$ cat config.mk
export PLATFORM = sky130hd
export DESIGN_NAME = uart_rx_monitor
export DESIGN_NICKNAME = d
export VERILOG_FILES = /design/src/rtl/urxm_pkg.sv /design/src/rtl/urxm_sampler.sv /design/src/rtl/urxm_watch.sv /design/src/rtl/urxm_buffer.sv /design/src/rtl/uart_rx_monitor.sv
export SDC_FILE = /design/constraint.sdc
export NUM_CORES = 1
export LEC_CHECK = 0
export BUFFER_PORTS_ARGS = -buffer_cell sky130_fd_sc_hd__buf_2
export CORE_MARGIN = 4
export CORE_UTILIZATION = 55
export DETAILED_ROUTE_END_ITERATION = 7
export PLACE_DENSITY = 0.75
export SYNTH_ARGS = -nofsm -noshare
export SYNTH_HDL_FRONTEND = slang
export SYNTH_SLANG_ARGS = --single-unit
$ cat constraint.sdc
create_clock -name clk -period 2.15 [get_ports clk]
set_clock_uncertainty 0.1 [all_clocks]
set_input_delay 0 -clock clk [delete_from_list [all_inputs] [get_ports clk]]
set_output_delay 0 -clock clk [all_outputs]
set_load 0.02 [all_outputs]
$ cat src/rtl/urxm_pkg.sv
package urxm_pkg;

    // status word bit positions
    localparam int ST_RDY  = 0;
    localparam int ST_FRM  = 1;
    localparam int ST_OVR  = 2;
    localparam int ST_SZ   = 3;
    localparam int ST_WAKE = 4;
    localparam int ST_PIN  = 5;
    localparam int ST_PAR0 = 6;

    typedef enum logic [2:0] {
        RX_IDLE,
        RX_START,
        RX_DATA,
        RX_PAR,
        RX_STOP
    } rx_state_e;

    typedef struct packed {
        logic [7:0] data;
        logic       par_err;
        logic       frm_err;
    } rx_byte_t;

    function automatic logic even_par(input logic [7:0] d);
        return ^d;
    endfunction

endpackage

$ cat src/rtl/urxm_sampler.sv
module urxm_sampler
    import urxm_pkg::*;
#(
    parameter int OS = 16
) (
    input  logic     clk,
    input  logic     rst,
    input  logic     tick,
    input  logic     rx_s,
    input  logic     par_en,
    output rx_byte_t byte_o,
    output logic     byte_v_o
);
    localparam int CW = $clog2(OS);
    localparam logic [CW-1:0] HALF = CW'(OS / 2 - 1);
    localparam logic [CW-1:0] LAST = CW'(OS - 1);

    rx_state_e      st;
    logic [CW-1:0]  cnt;
    logic [2:0]     bitn;
    logic [7:0]     shreg;
    logic           perr;

    always_ff @(posedge clk) begin
        byte_v_o <= 1'b0;
        if (rst) begin
            st     <= RX_IDLE;
            cnt    <= '0;
            bitn   <= '0;
            shreg  <= '0;
            perr   <= 1'b0;
            byte_o <= '0;
        end else if (tick) begin
            case (st)
                RX_IDLE: begin
                    if (!rx_s) begin
                        st  <= RX_START;
                        cnt <= '0;
                    end
                end
                RX_START: begin
                    if (cnt == HALF) begin
                        cnt  <= '0;
                        bitn <= '0;
                        perr <= 1'b0;
                        st   <= rx_s ? RX_IDLE : RX_DATA;
                    end else begin
                        cnt <= cnt + 1'b1;
                    end
                end
                RX_DATA: begin
                    if (cnt == LAST) begin
                        cnt   <= '0;
                        shreg <= {rx_s, shreg[7:1]};
                        bitn  <= bitn + 1'b1;
                        if (bitn == 3'd7) st <= par_en ? RX_PAR : RX_STOP;
                    end else begin
                        cnt <= cnt + 1'b1;
                    end
                end
                RX_PAR: begin
                    if (cnt == LAST) begin
                        cnt  <= '0;
                        perr <= rx_s ^ even_par(shreg);
                        st   <= RX_STOP;
                    end else begin
                        cnt <= cnt + 1'b1;
                    end
                end
                RX_STOP: begin
                    if (cnt == LAST) begin
                        cnt      <= '0;
                        byte_v_o <= 1'b1;
                        byte_o   <= '{data: shreg, par_err: perr, frm_err: !rx_s};
                        st       <= RX_IDLE;
                    end else begin
                        cnt <= cnt + 1'b1;
                    end
                end
                default: st <= RX_IDLE;
            endcase
        end
    end

    // a completed frame is a single-cycle event, never back to back
    p_byte_pulse_r2: assert property (@(posedge clk) disable iff (rst)
        byte_v_o |=> !byte_v_o);

endmodule

$ cat src/rtl/urxm_watch.sv
module urxm_watch #(
    parameter int OS         = 16,
    parameter int STUCK_BITS = 100
) (
    input  logic clk,
    input  logic rst,
    input  logic tick,
    input  logic rx_s,
    input  logic sleep,
    output logic sz_set_o,
    output logic wake_set_o
);
    localparam int LIMIT = OS * STUCK_BITS;
    localparam int NW    = $clog2(LIMIT + 2);

    logic [NW-1:0] low_cnt;
    logic          rx_prev;

    always_ff @(posedge clk) begin
        if (rst) begin
            low_cnt <= '0;
            rx_prev <= 1'b1;
        end else begin
            rx_prev <= rx_s;
            if (rx_s)
                low_cnt <= '0;
            else if (tick && low_cnt <= NW'(LIMIT))
                low_cnt <= low_cnt + 1'b1;
        end
    end

    assign sz_set_o   = tick && !rx_s && (low_cnt == NW'(LIMIT));
    assign wake_set_o = sleep && rx_prev && !rx_s;

    // the stuck-low event fires once per low period
    p_sz_single_r7: assert property (@(posedge clk) disable iff (rst)
        sz_set_o |=> !sz_set_o);

endmodule

$ cat src/rtl/urxm_buffer.sv
module urxm_buffer
    import urxm_pkg::*;
#(
    parameter int NBYTES = 4,
    localparam int IW    = (NBYTES > 1) ? $clog2(NBYTES) : 1
) (
    input  logic                  clk,
    input  logic                  rst,
    input  logic                  init,
    input  logic                  byte_v,
    input  rx_byte_t              byte_i,
    input  logic [IW-1:0]         len_i,
    input  logic                  lock_i,
    input  logic                  clr_rdy,
    input  logic                  clr_ovr,
    input  logic [NBYTES-1:0]     clr_par,
    output logic                  rdy_o,
    output logic                  ovr_o,
    output logic [NBYTES-1:0]     par_o,
    output logic [8*NBYTES-1:0]   data_o
);
    logic [NBYTES-1:0][7:0] slots;
    logic [IW-1:0]          wr_idx;
    logic [IW-1:0]          last;
    logic                   rdy_q, ovr_q;
    logic [NBYTES-1:0]      par_q, par_set;
    logic                   store, fill_done, ovr_set;

    assign last      = (len_i >= IW'(NBYTES - 1)) ? IW'(NBYTES - 1) : len_i;
    assign store     = byte_v && !init && (!rdy_q || !lock_i);
    assign fill_done = store && !rdy_q && (wr_idx == last);
    assign ovr_set   = byte_v && !init && rdy_q;

    for (genvar k = 0; k < NBYTES; k++) begin : g_par
        assign par_set[k] = store && byte_i.par_err && (wr_idx == IW'(k));
    end

    always_ff @(posedge clk) begin
        if (rst) begin
            slots  <= '0;
            wr_idx <= '0;
            rdy_q  <= 1'b0;
            ovr_q  <= 1'b0;
            par_q  <= '0;
        end else begin
            if (store) slots[wr_idx] <= byte_i.data;
            par_q <= (par_q & ~clr_par) | par_set;
            ovr_q <= (ovr_q & ~clr_ovr) | ovr_set;
            if (init) begin
                rdy_q  <= 1'b0;
                wr_idx <= '0;
            end else begin
                rdy_q <= (rdy_q & ~clr_rdy) | fill_done;
                if (store) wr_idx <= (wr_idx == last) ? '0 : wr_idx + 1'b1;
            end
        end
    end

    assign rdy_o  = rdy_q;
    assign ovr_o  = ovr_q;
    assign par_o  = par_q;
    assign data_o = slots;

    // init holds the buffer released
    p_init_rdy_r9: assert property (@(posedge clk) disable iff (rst)
        init |=> !rdy_q);
    // a byte on a full buffer raises overrun
    p_ovr_set_r6: assert property (@(posedge clk) disable iff (rst)
        (byte_v && !init && rdy_q) |=> ovr_q);
    // lock mode leaves the buffer untouched
    p_lock_keep_r6: assert property (@(posedge clk) disable iff (rst)
        (byte_v && rdy_q && lock_i) |=> $stable(slots));
    // completion wins over a same-cycle release
    p_set_wins_r10: assert property (@(posedge clk) disable iff (rst)
        (byte_v && !init && !rdy_q && clr_rdy && wr_idx == last) |=> rdy_q);

endmodule

$ cat src/rtl/uart_rx_monitor.sv
module uart_rx_monitor
    import urxm_pkg::*;
#(
    parameter int NBYTES     = 4,
    parameter int OS         = 16,
    parameter int STUCK_BITS = 100
) (
    input  logic                                         clk,
    input  logic                                         rst,
    input  logic                                         rx_i,
    input  logic                                         os_tick_i,
    input  logic                                         init_i,
    input  logic                                         sleep_i,
    input  logic                                         par_en_i,
    input  logic [((NBYTES > 1) ? $clog2(NBYTES) : 1)-1:0] len_i,
    input  logic                                         lock_i,
    input  logic                                         rx_ie_i,
    input  logic                                         err_ie_i,
    input  logic                                         wake_ie_i,
    input  logic [6+NBYTES-1:0]                          clr_i,
    output logic [6+NBYTES-1:0]                          status_o,
    output logic [8*NBYTES-1:0]                          data_o,
    output logic                                         irq_rx_o,
    output logic                                         irq_err_o,
    output logic                                         irq_wake_o
);
    localparam int SW = 6 + NBYTES;

    logic              rx_m, rx_s;
    rx_byte_t          rbyte;
    logic              byte_v;
    logic              sz_set, wake_set;
    logic              rdy, ovr;
    logic [NBYTES-1:0] par;
    logic              fe_q, sz_q, wake_q;

    always_ff @(posedge clk) begin
        if (rst) begin
            rx_m <= 1'b1;
            rx_s <= 1'b1;
        end else begin
            rx_m <= rx_i;
            rx_s <= rx_m;
        end
    end

    urxm_sampler #(.OS(OS)) i_sampler (
        .clk(clk), .rst(rst), .tick(os_tick_i), .rx_s(rx_s),
        .par_en(par_en_i), .byte_o(rbyte), .byte_v_o(byte_v)
    );

    urxm_watch #(.OS(OS), .STUCK_BITS(STUCK_BITS)) i_watch (
        .clk(clk), .rst(rst), .tick(os_tick_i), .rx_s(rx_s),
        .sleep(sleep_i), .sz_set_o(sz_set), .wake_set_o(wake_set)
    );

    urxm_buffer #(.NBYTES(NBYTES)) i_buffer (
        .clk(clk), .rst(rst), .init(init_i), .byte_v(byte_v), .byte_i(rbyte),
        .len_i(len_i), .lock_i(lock_i), .clr_rdy(clr_i[ST_RDY]),
        .clr_ovr(clr_i[ST_OVR]), .clr_par(clr_i[ST_PAR0 +: NBYTES]),
        .rdy_o(rdy), .ovr_o(ovr), .par_o(par), .data_o(data_o)
    );

    always_ff @(posedge clk) begin
        if (rst) begin
            fe_q   <= 1'b0;
            sz_q   <= 1'b0;
            wake_q <= 1'b0;
        end else begin
            fe_q   <= (fe_q & ~clr_i[ST_FRM]) | (byte_v && rbyte.frm_err);
            sz_q   <= (sz_q & ~clr_i[ST_SZ]) | sz_set;
            wake_q <= init_i ? 1'b0 : ((wake_q & ~clr_i[ST_WAKE]) | wake_set);
        end
    end

    always_comb begin
        status_o                    = '0;
        status_o[ST_RDY]            = rdy;
        status_o[ST_FRM]            = fe_q;
        status_o[ST_OVR]            = ovr;
        status_o[ST_SZ]             = sz_q;
        status_o[ST_WAKE]           = wake_q;
        status_o[ST_PIN]            = rx_s;
        status_o[ST_PAR0 +: NBYTES] = par;
    end

    assign irq_rx_o   = rdy && rx_ie_i;
    assign irq_err_o  = (fe_q || ovr || sz_q) && err_ie_i;
    assign irq_wake_o = wake_q && wake_ie_i;

    // a bad stop bit is always recorded
    p_frm_set_r4: assert property (@(posedge clk) disable iff (rst)
        (byte_v && rbyte.frm_err) |=> fe_q);
    // an edge in sleep sets the wake-up flag
    p_wake_set_r8: assert property (@(posedge clk) disable iff (rst)
        (wake_set && !init_i) |=> wake_q);
    // stuck-low rises only out of a low line
    p_sz_low_r7: assert property (@(posedge clk) disable iff (rst)
        $rose(sz_q) |-> $past(!rx_s));
    // parity flags alone never interrupt
    p_par_noirq_r5: assert property (@(posedge clk) disable iff (rst)
        (!fe_q && !ovr && !sz_q) |-> !irq_err_o);

    initial begin
        if (SW != $bits(status_o)) $error("status width mismatch");
    end

endmodule

**Word level (Yosys, flattened, before mapping)**

Cells that the tools add are included.

- Equality and inequality tests: 18
- Bitwise logic cells: 21
- Mux-type cells: 25
- Reduce and logical (&&, ||, !) cells: 43
- Multipliers: 0
- Magnitude comparators: 4
- Divide/modulo/power cells: 0
- Shift-type cells: 0
- Add/sub/neg operators: 4

Operator list:

| operator | count |
|---|---|
| 32-bit bitwise mux | 1 |
| 3-bit 2-to-1 mux | 9 |
| 1-bit logical AND | 20 |
| 8-bit demux with 2-bit select | 1 |
| 3-bit one-hot mux with 5 select lines | 1 |
| 4-bit 2-to-1 mux | 3 |
| 4-bit one-hot mux with 3 select lines | 1 |
| 11-bit by 1-bit adder with 11-bit output (second input constant) | 1 |
| 11-bit == test (second input constant) | 1 |
| 11-bit less-or-equal comparator (second input constant) | 1 |
| 2-bit by 1-bit != test with 1-bit output (second input constant) | 5 |
| 3-bit AND reduction | 3 |
| 8-bit 2-to-1 mux | 1 |
| 4-bit AND reduction | 2 |
| 8-bit XOR reduction | 1 |
| 1-bit inverter | 7 |
| 7-bit AND reduction | 1 |
| 3-bit by 2-bit == test with 1-bit output (second input constant) | 2 |
| 3-bit == test (second input constant) | 2 |
| 2-bit 2-to-1 mux | 3 |
| 3-bit one-hot mux with 2 select lines | 1 |
| 3-bit OR reduction | 2 |
| 1-bit bitwise AND | 5 |
| 1-bit bitwise OR | 5 |
| 26 further kinds | 36 |

- Word-level logic and storage cells: 139
- Memory bits (read-only): 0
- Bits of input ports: 23
- Bits in latches: 0
- Bits in writable memories: 0
- Memories: 0
- Register bits: 87

**Depth between registers and ports, before layout**

Gate-level depths: netlist of run 1.

- Depth after elaboration: 6
- Gate-level depth with buffers: 7
- Depth with buffers taken out: 7

**Modules after synthesis**

Synthesis of run 1 repeated with hierarchy kept, for this count alone.

- Cells, all modules: 421
- Area, all modules: 3993.8 um^2

By module, submodules not included:

| module | instances | cells each | area an instance (um^2) | seq. area each (um^2) |
|---|---|---|---|---|
| urxm_buffer | 1 | 161 | 1717.9 | 800.8 |
| urxm_sampler | 1 | 160 | 1432.6 | 600.6 |
| urxm_watch | 1 | 75 | 616.8 | 240.2 |
| uart_rx_monitor | 1 | 25 | 226.5 | 100.1 |

**Least setup slack after synthesis of run 1**

Ideal clock, no wire load.

- Path kind: register to register
- From: register i_sampler.cnt[0]
- To: register i_sampler.perr
- Data arrival time: 1.628 ns
- Cell stages (with the launch flop): 6
- Data required time: 1.980 ns
- Period minus slack after synthesis: 1.799 ns
- Path buffers: 0
- Path slack: 0.351 ns
- Path through: dfxtp_1 ha_1 nand3_1 or4_1 or3b_1 a21oi_1

- Cells in the longest elaborated chain, start to end: 3
- Elaborated cells on any way between the ends: 5
- Those cells by class: eq/ne: 4; reduce/logical: 1

Ends and longest elaborated chain:

| item | line | RTL |
|---|---|---|
| start, declared | urxm_sampler.sv:19 | `logic [CW-1:0] cnt;` |
| start signal, assigned | urxm_sampler.sv:48 | `cnt <= cnt + 1'b1;` |
| start signal, assigned | urxm_sampler.sv:58 | `cnt <= cnt + 1'b1;` |
| start signal, assigned | urxm_sampler.sv:67 | `cnt <= cnt + 1'b1;` |
| 4-bit == test / 4-bit by 3-bit == test with 1-bit output (equally long branches) | urxm_sampler.sv:62, urxm_sampler.sv:42 |  |
| 2-bit by 1-bit != test with 1-bit output (no source line) | n/a |  |
| 4-bit AND reduction (no source line) (*) | n/a |  |
| end signal, assigned | urxm_sampler.sv:64 | `perr <= rx_s ^ even_par(shreg);` |
| end, declared | urxm_sampler.sv:22 | `logic perr;` |

Every way passes the cells marked *; elsewhere a longest branch is shown, timed or not.
A chain may end at the register's enable or synchronous reset.

**Final worst setup path of run 1**

Same ends and word-level chain as after synthesis.

==> qor.yml, run 1 <==
status: "complete, no violations"
intPower_uw: 2330
clkSinkCount: 87
syn_to_final_growth_pct: 20.1
setup_viol_count_final: 0
power_frac_comb_pct: 3.9
cp-end-kind: "flip-flop"
syn_nets: 467
first_pass_iters: 4
crit_fanout: 6
grt_max_degree: 45
die_w_um: 90.3
wl_um: 8480
syn_area_um2: 3730
io_pins: 68
setup_tns_ns: 0
cts_buffers: 9
vias: 3209
ys_ff_latch: 87
route.detailed.drc: 0
drt-met1-wl_um: 3820
worstPathArrival_ns: 2.14
clock-root-buffer: "clkbuf_8"
start_kind: "flip-flop"
switching_share_pct: 22.2
slew_violations: 0
fin_cells: 589
dr_wl_met2_um: 4100
portBuffers: 66
ys_warn_count: 0
grt.total_usage_pct: 20.7
netSwitchingPower_uw: 662
cts_tree: "done"
grt_pass1_vias: 2939
power.leakage_uw: 0.00184
max_freq_mhz: 508
layout-drive-gt1-share_pct: 19.5
clk_path_buf_depth: 2
topRoutingLayerUsed: "met4"
synth_cell_types: 46
drt_iter0_markers: 233
insertion_delay_ns: 0.35
placed_area_um2: 4090
nets: 540
p_clk_share_pct: 41.9
path_cells: "ha_1 > nand3_1 > or4_1 > or3b_1 > a21oi_1"
synth-edff-count: 0
antenna-diode-count: 0
wire_per_inst_um: 14.4
drv_cap: 0
worstMarginPinSlew_ns: 0.529
syn_area_per_cell_um2: 8.57
rsz0062_at_grt: "no"
route.met3.wl_um: 412
cp.required_ns: 2.32
cts_max_level: 3
holdWs_ns: 0.0656
die_area_um2: 8160
final_cell_area_um2: 4480
min_period_over_period_pct: 91.6
gp_congestion: 0.840
grt_first_pass_wirelength_um: 13900
placed_cells: 556
die_h_um: 90.3
hold_violations: 0
maxSlewHeadroom_pct: 64.5
synth-main-ff-cell: "dfxtp_1"
start_util_pct: 57.7
yosysSeqAreaShare_pct: 46.7
max_stage_delay_ns: 0.51
dpl.hpwl_um: 5650
overflow: 0
core_um2: 6460
vdd_drop_max_v: 0.000366
critPathSlowestCell: "or4_1"
path_clk_slew_ns: 0.08
min_path_type: "in2reg"
final_util_pct: 69.4
min_period_ns: 1.97
ant_nets: 0
critPathKind: "reg2reg"
seqPwrFrac_pct: 54.2
grt_antenna_before_repair: 0
async_flop_share_pct: 0
rows: 29
p_per_area_nw_per_um2: 667
vias_per_cell: 5.45
synth_cells: 435
reg2reg_slack_ns: 0.18
## power groups by stage
| stage | logic [µW] | clock network [µW] | registers, µW |
|---|---|---|---|
| floorplan | 60.1 | 0 | 1650 |
| global placement | 94.1 | 0 | 1660 |
| detailed placement | 94.9 | 0 | 1660 |
| CTS | 114 | 1280 | 1620 |
| global route | 127 | 1350 | 1620 |
| finish | 115 | 1250 | 1620 |
## registers in the layout (all words and copies together), names as in the netlist, 3 cells and up
register and count:
i_watch.low_cnt 11, i_sampler.st 3, i_sampler.byte_o 10, i_sampler.shreg 8, i_sampler.cnt 4, i_buffer.par_o 4
i_buffer.data_o 32, i_sampler.bitn 3
## layout by cell type (no fill, tap or decap), drive strengths merged, types with 2 or more instances in the layout
master       count
a211oi           2
a21boi           2
a21oi           47
a31oi            2
a32oi            4
and2             2
and3             5
buf             76
bufinv           2
clkbuf           9
dfxtp           87
dlygate4sd3     16
ha               9
inv             16
mux2i           19
nand2           53
nand2b           7
nand3           42
nand3b           4
nand4            7
nor2            43
nor3             8
nor4             3
o211ai           2
o21ai            5
or2              3
or3              2
xnor2           13
xor2             6
## final timing paths
check	to	from	cells after the start
worst max register to register	i_sampler.perr$_SDFFE_PP0P_	i_sampler.cnt[0]$_SDFFE_PP0P_	5
worst max-delay path	i_sampler.perr$_SDFFE_PP0P_	i_sampler.cnt[0]$_SDFFE_PP0P_	5
worst min register to register	rx_s$_SDFF_PP1_	rx_m$_SDFF_PP1_	1
worst min-delay path	i_sampler.cnt[1]$_SDFFE_PP0P_	os_tick_i	4
## area by class of cell
| class | instances | area [µm²] |
|---|---|---|
| Timing Repair Buffer | 92 | 578 |
| Sequential cell | 87 | 1740 |
| Clock inverter | 6 | 92.6 |
| Clock buffer | 9 | 124 |
| Multi-Input combinational cell | 304 | 1790 |
| Fill cell | 550 | 1980 |
| Inverter | 14 | 52.6 |
| Tap cell | 77 | 96.3 |
## through the flow
step / setup WS (ns) / power (µW)
after floorplan: 0.351 / 1720
final: 0.181 / 2990
after global placement: 0.263 / 1750
after CTS: 0.0729 / 3010
after global routing: 0.0595 / 3090
after detailed placement: 0.232 / 1750
## layer usage
metal / track usage (%) / vias up
met5: 0 / -
met4: 9.82 / 0
met3: 3.67 / 12
met2: 33.9 / 84
met1: 26.4 / 1486
li1: - / 1627
## cell usage after synthesis (2+ instances only)
cell type | instances | area (µm²)
nand2b_1 | 7 | 43.8
o21ai_1 | 3 | 15.0
mux2i_1 | 19 | 190
a31oi_1 | 2 | 12.5
nand3_1 | 42 | 210
a32oi_1 | 4 | 35.0
a211oi_2 | 2 | 25.0
nand3b_1 | 4 | 30.0
clkbuf_1 | 19 | 71.3
dfxtp_1 | 87 | 1740
nand4_1 | 7 | 43.8
and2_1 | 2 | 12.5
a21oi_1 | 46 | 230
nand2_1 | 53 | 199
ha_1 | 9 | 113
or2_2 | 3 | 18.8
nor2_1 | 43 | 161
buf_2 | 5 | 25.0
inv_1 | 13 | 48.8
o211ai_1 | 2 | 15.0
and3_1 | 5 | 31.3
or3_1 | 2 | 12.5
xor2_1 | 6 | 52.6
xnor2_1 | 13 | 114
o21ai_0 | 2 | 10.0
nor3_1 | 8 | 40.0
nor4_1 | 3 | 18.8
buf_4 | 6 | 45.0
## what timing repair did
item / CTS / global route
hold endpoints to repair: 22 / 0
buffers inserted: 0 / 2
gates resized for setup: 0 / 1
setup endpoints to repair: 0 / 1
hold buffers: 17 / 0
## worst max-delay path, delay by kind of cell (launching register included)
family                     cells  cell delay (ns)
AOI/OAI and AO/OA              1             0.14
adders and majority gates      1             0.26
DFF                            1             0.37
and+or+nand+nor                3             1.01
## cell families after synthesis
kind of cell             count (synthesis)  share of synthesized area, %
multiplexers                            20                          5.40
XOR/XNOR                                20                          5.07
adder cells (fa/ha/maj)                  9                          3.02
flip-flops                              87                          46.7
AO/OA/AOI/OAI                           69                          11.0
buffers and inverters                   44                          5.20
AND/OR/NAND/NOR                        186                          23.6
No activity file was read; power rests on OpenSTA's default activity.
==> inputs of run 2 (changes only) <==
- ABC_AREA: unset -> 0
- CORE_MARGIN: 4 -> unset
- CTS_CLUSTER_SIZE: unset -> 20
==> qor.yml, run 2 (synthesis results as in run 1) <==
portBuffers: 66
hold_violations: 0
power.leakage_uw: 0.00182
antenna-diode-count: 0
ant_nets: 0
wire_per_inst_um: 13.7
vias_per_cell: 5.43
cts_tree: "done"
rows: 29
start_util_pct: 57.7
slew_violations: 0
final_cell_mix: "dfxtp_1 (87), buf_2 (66), nand2_1 (53)"
clk_path_buf_depth: 2
rsz0062_at_grt: "no"
violations: "design-rule violations"
final_common_cell: "dfxtp_1"
die_area_um2: 7110
path_clk_slew_ns: 0.08
cts_max_level: 3
die_w_um: 84.3
max_freq_mhz: 513
first_pass_iters: 7
cp-end-kind: "flip-flop"
seqCellArea_um2: 1740
worstRegToRegCells: 5
min_period_over_period_pct: 90.6
route.detailed.drc: 6
crit_fanout: 6
layout-drive-gt1-share_pct: 19.1
dpl.hpwl_um: 5450
start_kind: "flip-flop"
io_pins: 68
grt_first_pass_wirelength_um: 13400
vdd_drop_max_v: 0.000422
fin_cells: 585
drv_cap: 0
fillers: 551
grt_max_degree: 59
dp_slack_ns: 0.222
drt_iter0_markers: 189
holdPathStages: 5
die_h_um: 84.3
grt.total_usage_pct: 23.5
nets: 535
gp_congestion: 0.805
clock-root-buffer: "clkbuf_8"
multi_input_area_um2: 1790
cts_buffers: 9
insertion_delay_ns: 0.34
vias: 3177
setup_viol_count_final: 0
p_per_area_nw_per_um2: 654
fin_total_pwr_uw: 2900
post_cts_resized: 0
min_path_type: "in2reg"
setup_tns_ns: 0
worstPathArrival_ns: 2.13
maxSlewHeadroom_pct: 66.4
grt_antenna_before_repair: 0
holdWs_ns: 0.0344
core_um2: 6460
min_period_ns: 1.95
wl_um: 8020
layout_setup_ws_ns: 0.202
worstMarginPinSlew_ns: 0.500
status: "complete, but fails checks"
cp.required_ns: 2.33
critPathKind: "reg2reg"
syn_to_final_growth_pct: 19.0
overflow: 0
grt_pass1_vias: 2893
largest_reg_flops: 32
placed_cells: 555
clkSinkCount: 87
[run 2: power by group]
group          leakage [µW]  switching (µW)  total, µW  internal (µW)
clock             0.0000993             592       1170            575
sequential         0.000701            5.24       1620           1610
combinational       0.00102            62.3        114           51.3
total               0.00182             660       2900           2240
[run 2: final cells by class]
cell class,count,area share [%]
clock buffers,10,3.10
inverters,14,1.18
well taps,77,2.17
multi-input cells,304,40.4
flip-flops and latches,87,39.3
repair buffers,87,12.4
clock inverters,6,1.52
[run 2: path summary, 6_finish.rpt]
kind,end,slack [ns],from
max reg2reg,i_sampler.perr$_SDFFE_PP0P_,0.20,i_sampler.cnt[0]$_SDFFE_PP0P_
min,i_sampler.st[0]$_SDFFE_PP0P_,0.03,par_en_i
min reg2reg,rx_s$_SDFF_PP1_,0.33,rx_m$_SDFF_PP1_
max,i_sampler.perr$_SDFFE_PP0P_,0.20,i_sampler.cnt[0]$_SDFFE_PP0P_
[run 2: worst max-delay path, cell delays in order, from the launching register on]
cell and delay [ns]:
dfxtp_1 0.37, ha_1 0.26, nand3_1 0.15, or4_1 0.51, or3b_1 0.36, a21oi_1 0.14
[run 2: what timing repair did]
item | 4_1_cts | 5_1_grt
buffers inserted | 0 | 0
endpoints found under the hold margin | 24 | 0
hold buffers | 14 | 0
[run 2: through the flow]
step                cell area (µm²)  utilization, %
global route                   4440            68.7
detailed placement             4090            63.3
CTS                            4440            68.7
floorplan                      3730               -
finish                         4440            68.7
global placement               4090            63.3
[run 2: metal layers]
layer,part of all wire [%],global-route usage [%],vias to the layer above
met1,47,31.4,1482
met4,1.3,8.63,0
met5,0,0,-
met3,3.8,3.54,9
met2,48,38.8,60
li1,-,-,1626
==> inputs of run 3 (changes only) <==
- CORE_UTILIZATION: 55 -> 59
- HOLD_SLACK_MARGIN: unset -> 0.08
- PLACE_DENSITY: 0.75 -> 0.8
- clock period: 2.15 -> 2.28 ns (I/O delays scaled with it)
==> qor.yml, run 3 (synthesis results as in run 1) <==
vias_per_cell: 5.60
drt_iter0_markers: 277
nets: 539
largest_reg_flops: 32
route.detailed.drc: 0
max_stage_delay_ns: 0.59
violations: "negative setup slack"
final_cell_mix: "dfxtp_1 (85), buf_2 (66), nand2_1 (53)"
cts_max_level: 3
critPathKind: "in2reg"
antenna-diode-count: 0
cp-end-kind: "flip-flop"
layout-drive-gt1-share_pct: 19.1
layout_setup_ws_ns: -0.0262
overflow: 0
rsz0062_at_grt: "yes"
io_pins: 68
placed_cells: 551
min_period_over_period_pct: 101
postCtsSetupBuffers: 0
portBuffers: 66
grt.total_usage_pct: 26.5
syn_to_final_growth_pct: 20.0
die_h_um: 81.5
min_period_ns: 2.31
fillers: 465
worstMarginPinSlew_ns: 0.545
die_area_um2: 6640
dpl.hpwl_um: 5560
clk_path_buf_depth: 2
critPathSlowestCell: "dlygate4sd3_1"
core_um2: 5990
rows: 28
clkSinkCount: 87
grt_max_degree: 51
vdd_drop_max_v: 0.000349
start_kind: "input pin"
critPathTopFamily: "buffers and inverters"
ant_nets: 0
insertion_delay_ns: 0.35
first_pass_iters: 4
setup_viol_count_final: 1
gp_congestion: 0.846
drv_cap: 0
slew_violations: 0
seqCellArea_um2: 1740
cpMostUsedCell: "dlygate4sd3_1"
clock-root-buffer: "clkbuf_8"
worstPathArrival_ns: 2.50
wl_um: 8310
grt_pass1_vias: 2922
power.leakage_uw: 0.00183
cp.required_ns: 2.47
start_util_pct: 62.2
wire_per_inst_um: 14.2
status: "complete, but fails checks"
p_per_area_nw_per_um2: 612
critical_path_buf_inv_count: 4
vias: 3285
hold_violations: 0
grt_first_pass_wirelength_um: 13400
grt_antenna_before_repair: 0
path_cells: "dlygate4sd3_1 > buf_2 > nand2b_1 > nor3_2 > a21oi_1 > dlygate4sd3_1 > nor3_1 > dlygate4sd3_1"
holdWs_ns: 0.155
dp_slack_ns: 0.345
final_common_cell: "dfxtp_1"
cts_tree: "done"
die_w_um: 81.5
maxSlewHeadroom_pct: 63.6
min_path_type: "in2reg"
multi_input_area_um2: 1810
path_clk_slew_ns: 0.08
max_freq_mhz: 434
fin_cells: 587
crit_fanout: 6
cts_buffers: 9
[run 3: worst reg2reg max path, cell delays in order, from the launching register on]
cell and delay [ns]:
dfxtp_2 0.35, xnor2_1 0.15, nand2_1 0.12, nor3_2 0.12, a21oi_1 0.05, dlygate4sd3_1 0.58, nor3_1 0.18, dlygate4sd3_1 0.59
[run 3: worst paths after layout]
kind | slack [ns] | cells past startpoint | to | start
setup / recovery | -0.03 | 8 | i_buffer.rdy_o$_SDFF_PP0_ | init_i
hold / removal | 0.16 | 6 | i_buffer.wr_idx[1]$_SDFFE_PP0P_ | len_i[0]
setup reg to reg | 0 | 7 | i_buffer.rdy_o$_SDFF_PP0_ | i_buffer.wr_idx[0]$_SDFFE_PP0P_
hold reg to reg | 0.33 | 1 | rx_s$_SDFF_PP1_ | rx_m$_SDFF_PP1_
[run 3: routing by layer]
| metal | track usage (%) | share of wire, % | vias up |
|---|---|---|---|
| li1 | - | - | 1631 |
| met1 | 34.8 | 45 | 1547 |
| met2 | 42.6 | 47 | 92 |
| met3 | 4.33 | 6.0 | 15 |
| met4 | 11.6 | 1.6 | 0 |
| met5 | 0 | 0 | - |
[run 3: power breakdown]
part           switching, µW  internal (µW)  total [µW]  leakage [µW]
combinational           60.6           51.5         112       0.00102
clock                    559            542        1100      0.000106
sequential              4.69           1520        1530      0.000702
total                    624           2120        2740       0.00183
[run 3: timing repair]
item,4_1_cts,5_1_grt
gates resized for setup,0,5
hold endpoints to repair,38,0
hold buffers,20,0
setup endpoints to repair,0,3
[run 3: layout make-up]
class	instances	share of cell area (%)
Clock inverter	6	1.57
Sequential cell	87	39.0
Clock buffer	10	3.08
Tap cell	75	2.10
Multi-Input combinational cell	304	40.3
Timing Repair Buffer	91	12.8
Inverter	14	1.17
[run 3: through the flow]
step / TNS [ns] / utilization, % / total power, µW / instance area, µm²
5_1_grt: -0.157 / 74.7 / 2830 / 4480
6_report: -0.0262 / 74.7 / 2740 / 4480
3_3_place_gp: 0 / 67.6 / 1650 / 4050
3_5_place_dp: 0 / 67.6 / 1650 / 4050
4_1_cts: 0 / 74.4 / 2750 / 4460
2_1_floorplan: 0 / - / 1620 / 3730
